### src/rtl/flash_poll_pkg.sv
package flash_poll_pkg;

   typedef enum logic [1:0] {
      ST_IDLE = 2'd0,
      ST_RD1  = 2'd1,
      ST_RD2  = 2'd2,
      ST_RST  = 2'd3
   } poll_state_t;

   typedef enum logic [1:0] {
      V_PASS  = 2'd0,
      V_AGAIN = 2'd1,
      V_ARM   = 2'd2,
      V_FAIL  = 2'd3
   } verdict_t;

endpackage

### src/rtl/flash_poll_cmp.sv
module flash_poll_cmp
   import flash_poll_pkg::*;
#(
   parameter int DATA_W  = 8,
   parameter int TOG_POS = 6,
   parameter int TMO_POS = 5
) (
   input  logic              first_bit_i,
   input  logic [DATA_W-1:0] status_i,
   input  logic              recheck_i,
   output verdict_t          verdict_o
);

   logic same_w;
   logic tmo_w;

   assign same_w = (first_bit_i == status_i[TOG_POS]);
   assign tmo_w  = status_i[TMO_POS];

   always_comb begin
      if (same_w)
         verdict_o = V_PASS;
      else if (recheck_i)
         verdict_o = V_FAIL;
      else if (tmo_w)
         verdict_o = V_ARM;
      else
         verdict_o = V_AGAIN;
   end

endmodule

### src/rtl/flash_poll_wdog.sv
module flash_poll_wdog #(
   parameter int CNT_W   = 16,
   parameter bit WDOG_EN = 1'b1
) (
   input  logic             clk,
   input  logic             rst_n,
   input  logic             clr_i,
   input  logic             inc_i,
   input  logic [CNT_W-1:0] limit_i,
   output logic             last_o
);

   generate
      if (WDOG_EN) begin : g_wdog
         logic [CNT_W-1:0] cnt_q;
         logic [CNT_W:0]   cnt_nx;

         assign cnt_nx = {1'b0, cnt_q} + {{CNT_W{1'b0}}, 1'b1};
         assign last_o = (limit_i != '0) && (cnt_nx >= {1'b0, limit_i});

         always_ff @(posedge clk) begin
            if (!rst_n || clr_i)
               cnt_q <= '0;
            else if (inc_i && !cnt_nx[CNT_W])
               cnt_q <= cnt_nx[CNT_W-1:0];
         end
      end else begin : g_nowdog
         logic unused_wdog;
         assign unused_wdog = ^{clk, rst_n, clr_i, inc_i, limit_i};
         assign last_o = 1'b0;
      end
   endgenerate

endmodule

### src/rtl/flash_poll_req.sv
module flash_poll_req
   import flash_poll_pkg::*;
#(
   parameter int          DATA_W    = 8,
   parameter int          ADDR_W    = 24,
   parameter logic [7:0]  RESET_CMD = 8'hF0
) (
   input  poll_state_t       state_i,
   input  logic [ADDR_W-1:0] addr_i,
   output logic              valid_o,
   output logic              write_o,
   output logic [ADDR_W-1:0] addr_o,
   output logic [DATA_W-1:0] wdata_o
);

   localparam int CMD_W = (DATA_W < 8) ? DATA_W : 8;

   always_comb begin
      valid_o = (state_i != ST_IDLE);
      write_o = (state_i == ST_RST);
      addr_o  = addr_i;
      wdata_o = '0;
      if (state_i == ST_RST)
         wdata_o[CMD_W-1:0] = RESET_CMD[CMD_W-1:0];
   end

endmodule

### src/rtl/flash_poll_ctrl.sv
module flash_poll_ctrl
   import flash_poll_pkg::*;
#(
   parameter int         DATA_W     = 8,
   parameter int         ADDR_W     = 24,
   parameter int         PAIR_CNT_W = 16,
   parameter int         TOG_POS    = 6,
   parameter int         TMO_POS    = 5,
   parameter bit         WDOG_EN    = 1'b1,
   parameter logic [7:0] RESET_CMD  = 8'hF0
) (
   input  logic                  clk,
   input  logic                  rst_n,
   input  logic                  start_i,
   input  logic [ADDR_W-1:0]     addr_i,
   input  logic [PAIR_CNT_W-1:0] max_pairs_i,
   input  logic                  abort_i,
   output logic                  req_valid_o,
   output logic                  req_write_o,
   output logic [ADDR_W-1:0]     req_addr_o,
   output logic [DATA_W-1:0]     req_wdata_o,
   input  logic                  req_ack_i,
   input  logic [DATA_W-1:0]     rsp_data_i,
   output logic                  busy_o,
   output logic                  done_o,
   output logic                  pass_o,
   output logic                  fail_o
);

   generate
      if (TOG_POS >= DATA_W || TMO_POS >= DATA_W || TOG_POS == TMO_POS)
         $error("flash_poll_ctrl: flag positions out of range or equal");
      if (ADDR_W < 1 || PAIR_CNT_W < 1 || DATA_W < 2)
         $error("flash_poll_ctrl: widths too small");
   endgenerate

   poll_state_t       state_q;
   logic [ADDR_W-1:0] addr_q;
   logic              first_q;
   logic              recheck_q;
   logic              fail_q;
   logic              done_q;
   logic              pass_q;

   verdict_t          verdict_w;
   logic              wdog_last_w;
   logic              accept_w;
   logic              pair_end_w;
   logic              kill_w;
   logic              unused_rsp;

   assign unused_rsp = ^rsp_data_i;
   assign kill_w     = abort_i && (state_q != ST_IDLE);
   assign accept_w   = (state_q == ST_IDLE) && start_i;
   assign pair_end_w = (state_q == ST_RD2) && req_ack_i && !kill_w;

   flash_poll_cmp #(
      .DATA_W  (DATA_W),
      .TOG_POS (TOG_POS),
      .TMO_POS (TMO_POS)
   ) i_cmp (
      .first_bit_i (first_q),
      .status_i    (rsp_data_i),
      .recheck_i   (recheck_q),
      .verdict_o   (verdict_w)
   );

   flash_poll_wdog #(
      .CNT_W   (PAIR_CNT_W),
      .WDOG_EN (WDOG_EN)
   ) i_wdog (
      .clk     (clk),
      .rst_n   (rst_n),
      .clr_i   (accept_w),
      .inc_i   (pair_end_w && (verdict_w == V_AGAIN)),
      .limit_i (max_pairs_i),
      .last_o  (wdog_last_w)
   );

   flash_poll_req #(
      .DATA_W    (DATA_W),
      .ADDR_W    (ADDR_W),
      .RESET_CMD (RESET_CMD)
   ) i_req (
      .state_i (state_q),
      .addr_i  (addr_q),
      .valid_o (req_valid_o),
      .write_o (req_write_o),
      .addr_o  (req_addr_o),
      .wdata_o (req_wdata_o)
   );

   always_ff @(posedge clk) begin
      if (!rst_n) begin
         state_q   <= ST_IDLE;
         addr_q    <= '0;
         first_q   <= 1'b0;
         recheck_q <= 1'b0;
         fail_q    <= 1'b0;
         done_q    <= 1'b0;
         pass_q    <= 1'b0;
      end else begin
         done_q <= 1'b0;
         pass_q <= 1'b0;
         if (kill_w) begin
            state_q   <= ST_IDLE;
            recheck_q <= 1'b0;
         end else begin
            unique case (state_q)
               ST_IDLE: begin
                  if (start_i) begin
                     state_q   <= ST_RD1;
                     addr_q    <= addr_i;
                     fail_q    <= 1'b0;
                     recheck_q <= 1'b0;
                  end
               end
               ST_RD1: begin
                  if (req_ack_i) begin
                     first_q <= rsp_data_i[TOG_POS];
                     state_q <= ST_RD2;
                  end
               end
               ST_RD2: begin
                  if (req_ack_i) begin
                     unique case (verdict_w)
                        V_PASS: begin
                           state_q <= ST_IDLE;
                           done_q  <= 1'b1;
                           pass_q  <= 1'b1;
                        end
                        V_ARM: begin
                           recheck_q <= 1'b1;
                           state_q   <= ST_RD1;
                        end
                        V_AGAIN: begin
                           state_q <= wdog_last_w ? ST_RST : ST_RD1;
                        end
                        default: begin
                           state_q <= ST_RST;
                        end
                     endcase
                  end
               end
               default: begin
                  if (req_ack_i) begin
                     state_q <= ST_IDLE;
                     done_q  <= 1'b1;
                     fail_q  <= 1'b1;
                  end
               end
            endcase
         end
      end
   end

   assign busy_o = (state_q != ST_IDLE);
   assign done_o = done_q;
   assign pass_o = pass_q;
   assign fail_o = fail_q;

endmodule

### config.mk
export PLATFORM = sky130hd
export DESIGN_NAME = flash_poll_ctrl
export DESIGN_NICKNAME = d
export VERILOG_FILES = /design/src/rtl/flash_poll_pkg.sv /design/src/rtl/flash_poll_cmp.sv /design/src/rtl/flash_poll_wdog.sv /design/src/rtl/flash_poll_req.sv /design/src/rtl/flash_poll_ctrl.sv
export SDC_FILE = /design/constraint.sdc
export NUM_CORES = 1
export LEC_CHECK = 0
export CORE_MARGIN = 8
export CORE_UTILIZATION = 50
export CTS_CLUSTER_DIAMETER = 200
export CTS_CLUSTER_SIZE = 16
export DETAILED_ROUTE_END_ITERATION = 10
export DONT_BUFFER_PORTS = 1
export PLACE_DENSITY = 0.72
export SYNTH_ARGS = -nofsm -noshare
export SYNTH_HDL_FRONTEND = slang
export SYNTH_SLANG_ARGS = --single-unit
### constraint.sdc
create_clock -name clk -period 4.05 [get_ports clk]
set_clock_uncertainty 0.05 [all_clocks]
set_input_delay 0.6075 -clock clk [delete_from_list [all_inputs] [get_ports clk]]
set_output_delay 0.6075 -clock clk [all_outputs]
set_load 0.01 [all_outputs]
==> flow_summary.toml <==
[grt]
wire_length_of_the_first_global_routing_pass_mm = 10.4
grt_antenna_before_repair = 0
grtUsageTotal_pct = 15.0
number_of_global_route_vias_before_repair = 2261
grt_max_degree = 31
gr-total-overflow = 0

[power_and_ir_drop]
max-vdd-ir-drop_mv = 0.259
standby_leakage_power_nw = 1.14
power-per-cell-area_nw_per_um2 = 418
fin_total_pwr_w = 0.00118

[sta]
finalMaxSlewViolations = 0
setup_viol_count_final = 0
period_share_pct = 77.7
final_layout_setup_total_negative_slack_ns = 0
fin_hold_ws_ns = 0.380
final.min_clock_period_ns = 3.15
timing_hold_violations_final = 0
timing.max_slew.rel_slack_pct = 43.2
max_freq_mhz = 318
max_slew.worst_pin.slew_ns = 0.846
rsz0062_at_grt = "false"

[worst_setup_path]
cp_common_cell = "ha_1"
worst_setup_path_end_kind = "register"
crit_type = "register to register"
depth_of_the_most_critical_reg_to_reg_path = 11
critPathMaxStageDelay_ns = 0.55
r2r-end = "state_q[1]"
timing.critical_path.from = "i_wdog.g_wdog.cnt_q[0]"
worst_path_max_delay_cell = "nor3_2"
rr_startpoint = "i_wdog.g_wdog.cnt_q[0]"
critPathTopFamily = "simple AND/OR/NAND/NOR gates"
worst-path-buf-inv = 0
worstPathMaxFanout = 9
setup.reg_to_reg.worst_slack_ns = 0.90
path_cells = "ha_1 -> nand3_1 -> nor3_2 -> nand2_1 -> xnor2_1 -> ha_1 -> a21oi_1 -> o22ai_1 -> nor4_1 -> o2111ai_1 -> o211a_1"
setup.worst_path.end = "state_q[1]"
required_ns = 4.21
worst_setup_path_start_kind = "register"
crit_cells = 11
data_arrival_time_of_the_worst_path_ns = 3.30

[hold_path]
min_path_type = "primary input to register"
startpoint_of_the_worst_hold_path = "addr_i[16]"

[clock_network]
cts_root_buf = "clkbuf_8"
clock_tree.htree_level_count = 2
cts-buffers-inserted = 5
cts.path.max_buffers = 2
tritoncts = "yes"
path_clk_slew_ns = 0.10
insertion_delay_ns = 0.30
cts_hold_buffers = 0
cts_num_sinks = 47
post_cts.repair.setup_buffers = 0
cts_resized = 0

[logic_synthesis]
ys_types = 44
most_numerous_cell_types_in_the_synthesized_netlist = "nand2_1 (67), dfxtp_1 (47), a21boi_0 (25)"
asyncSetResetFlopFracSynth_pct = 0
synth.most_common_cell = "nand2_1"
synth.area.top_cells = "dfxtp_1 (34%), ha_1 (9.5%), nand2_1 (9.1%), a21boi_0 (6.8%), xnor2_1 (3.5%)"
ys_warn_count = 0
yosys.area.top_type = "dfxtp_1"
synth_seq_cells = 47
combined_area_of_all_synthesized_cells_um2 = 2760
synth_edf_count = 0
yosysSeqAreaShare_pct = 34.1
synth_flop_cell = "dfxtp_1"
syn_area_per_cell_um2 = 8.04
yosys.area.top_type_share_pct = 34.1
postSynthCellCount = 343

[route]
overall_via_count_from_detail_route = 2306
remaining_drc_errors = 0
first_iter_violations = 106
overall_routed_net_length_mm = 6.27
drt-pass1-iter-count = 4
wire_per_inst_um = 15.5
post_drt_via_cell_ratio = 5.69
antenna_viol_nets_final = 0

[floorplanning]
die_height_um = 90.3
die_x_um = 90.3
core_area_um2 = 5410
fp-row-count = 27
ioPinCount = 91
dieArea_um2 = 8150
floorplan.initialDensity_pct = 51.0

[status]
outcome = "completed"

[flow_run]
max_cap_violations = 0

[finish]
n_antenna_cell = 0
final_cell_count_without_fillers = 405
final_layout_size_suffix_gt1_share_pct = 4.20
fin_nets = 406
final_core_util_pct = 52.3
layout-area-overhead-vs-synth_pct = 2.59

[placed_design]
gp_congestion = 0.791
post-place-cells = 397
place.port_buffers = 0
hpwlAfterDp_mm = 4.80
-- logic make-up after synthesis --
logic type      after synthesis  synth area share [%]
compound gates               76                  18.8
xor+xnor                     15                  4.76
other cells                   1                 0.136
fa+ha+maj                    21                  9.53
simple gates                140                  24.9
mux                           1                 0.363
flops                        47                  34.1
buf+inv                      42                  7.40
-- routing by layer --
| layer | global-route usage (%) | vias to the layer above | routed length (um) |
|---|---|---|---|
| met4 | 4.85 | 0 | 64 |
| met2 | 24.2 | 60 | 2840 |
| met3 | 7.07 | 6 | 590 |
| met5 | 0 | - | 0 |
| met1 | 17.2 | 1072 | 2770 |
| li1 | - | 1168 | - |
-- how the worst min path moves through the flow --
stage / to / slack (ns) / cells after the start
2_1_floorplan: i_wdog.g_wdog.cnt_q[1] / 0.42 / 2
5_1_grt: addr_q[6] / 0.37 / 2
3_3_place_gp: i_wdog.g_wdog.cnt_q[1] / 0.43 / 2
3_5_place_dp: i_wdog.g_wdog.cnt_q[1] / 0.44 / 2
4_1_cts: first_q / 0.37 / 1
6_report: addr_q[16] / 0.38 / 2
-- worst reg2reg max path: cells and delay by family (launching register included) --
family	cells	cell delay, ns
compound gates	4	0.63
xor+xnor	1	0.26
fa+ha+maj	2	0.55
flops	1	0.42
simple gates	4	1.15
-- cells in the final DEF (no fill, tap or decap), types with 3 or more instances in the layout --
cell type,instances
a21boi_0,25
a21oi_1,18
a31oi_1,4
a41o_1,4
clkbuf_8,5
conb_1,4
dfxtp_1,47
ha_1,21
inv_1,20
nand2_1,67
nand3_1,12
nand4_1,6
nor2_1,19
nor3_1,3
nor4_1,5
o21ai_0,7
o31ai_1,10
or4_1,9
xnor2_1,11
xor2_1,4
-- power by group --
| group | total, W | leakage (nW) | switching, W | internal, W |
|---|---|---|---|---|
| logic | 0.000302 | 0.712 | 0.000199 | 0.000103 |
| registers | 0.000584 | 0.383 | 0.0000652 | 0.000519 |
| clock network | 0.000298 | 0.0489 | 0.000172 | 0.000125 |
| total | 0.00118 | 1.14 | 0.000436 | 0.000747 |
-- registers in the layout, summed over array words and instances, names as in the netlist --
| signal | cells |
|---|---|
| done_o | 1 |
| addr_q | 24 |
| state_q | 2 |
| first_q | 1 |
| recheck_q | 1 |
| fail_o | 1 |
| i_wdog.g_wdog.cnt_q | 16 |
| pass_o | 1 |
-- area by class of cell --
| class | instances | area (um^2) |
|---|---|---|
| clock buffers | 5 | 68.8 |
| clock inverters | 3 | 22.5 |
| fillers | 532 | 2580 |
| inverters | 20 | 75.1 |
| multi-input cells | 257 | 1620 |
| flip-flops and latches | 47 | 941 |
| well taps | 72 | 90.1 |
| repair buffers | 1 | 7.51 |
-- metrics by stage --
stage / area [um^2] / setup slack, ns
floorplan: 2770 / 1.39
global placement: 2740 / 0.936
detailed placement: 2740 / 0.939
CTS: 2830 / 0.915
global route: 2830 / 0.676
finish: 2830 / 0.904
Note: power is estimated with default switching activity, not from simulation.
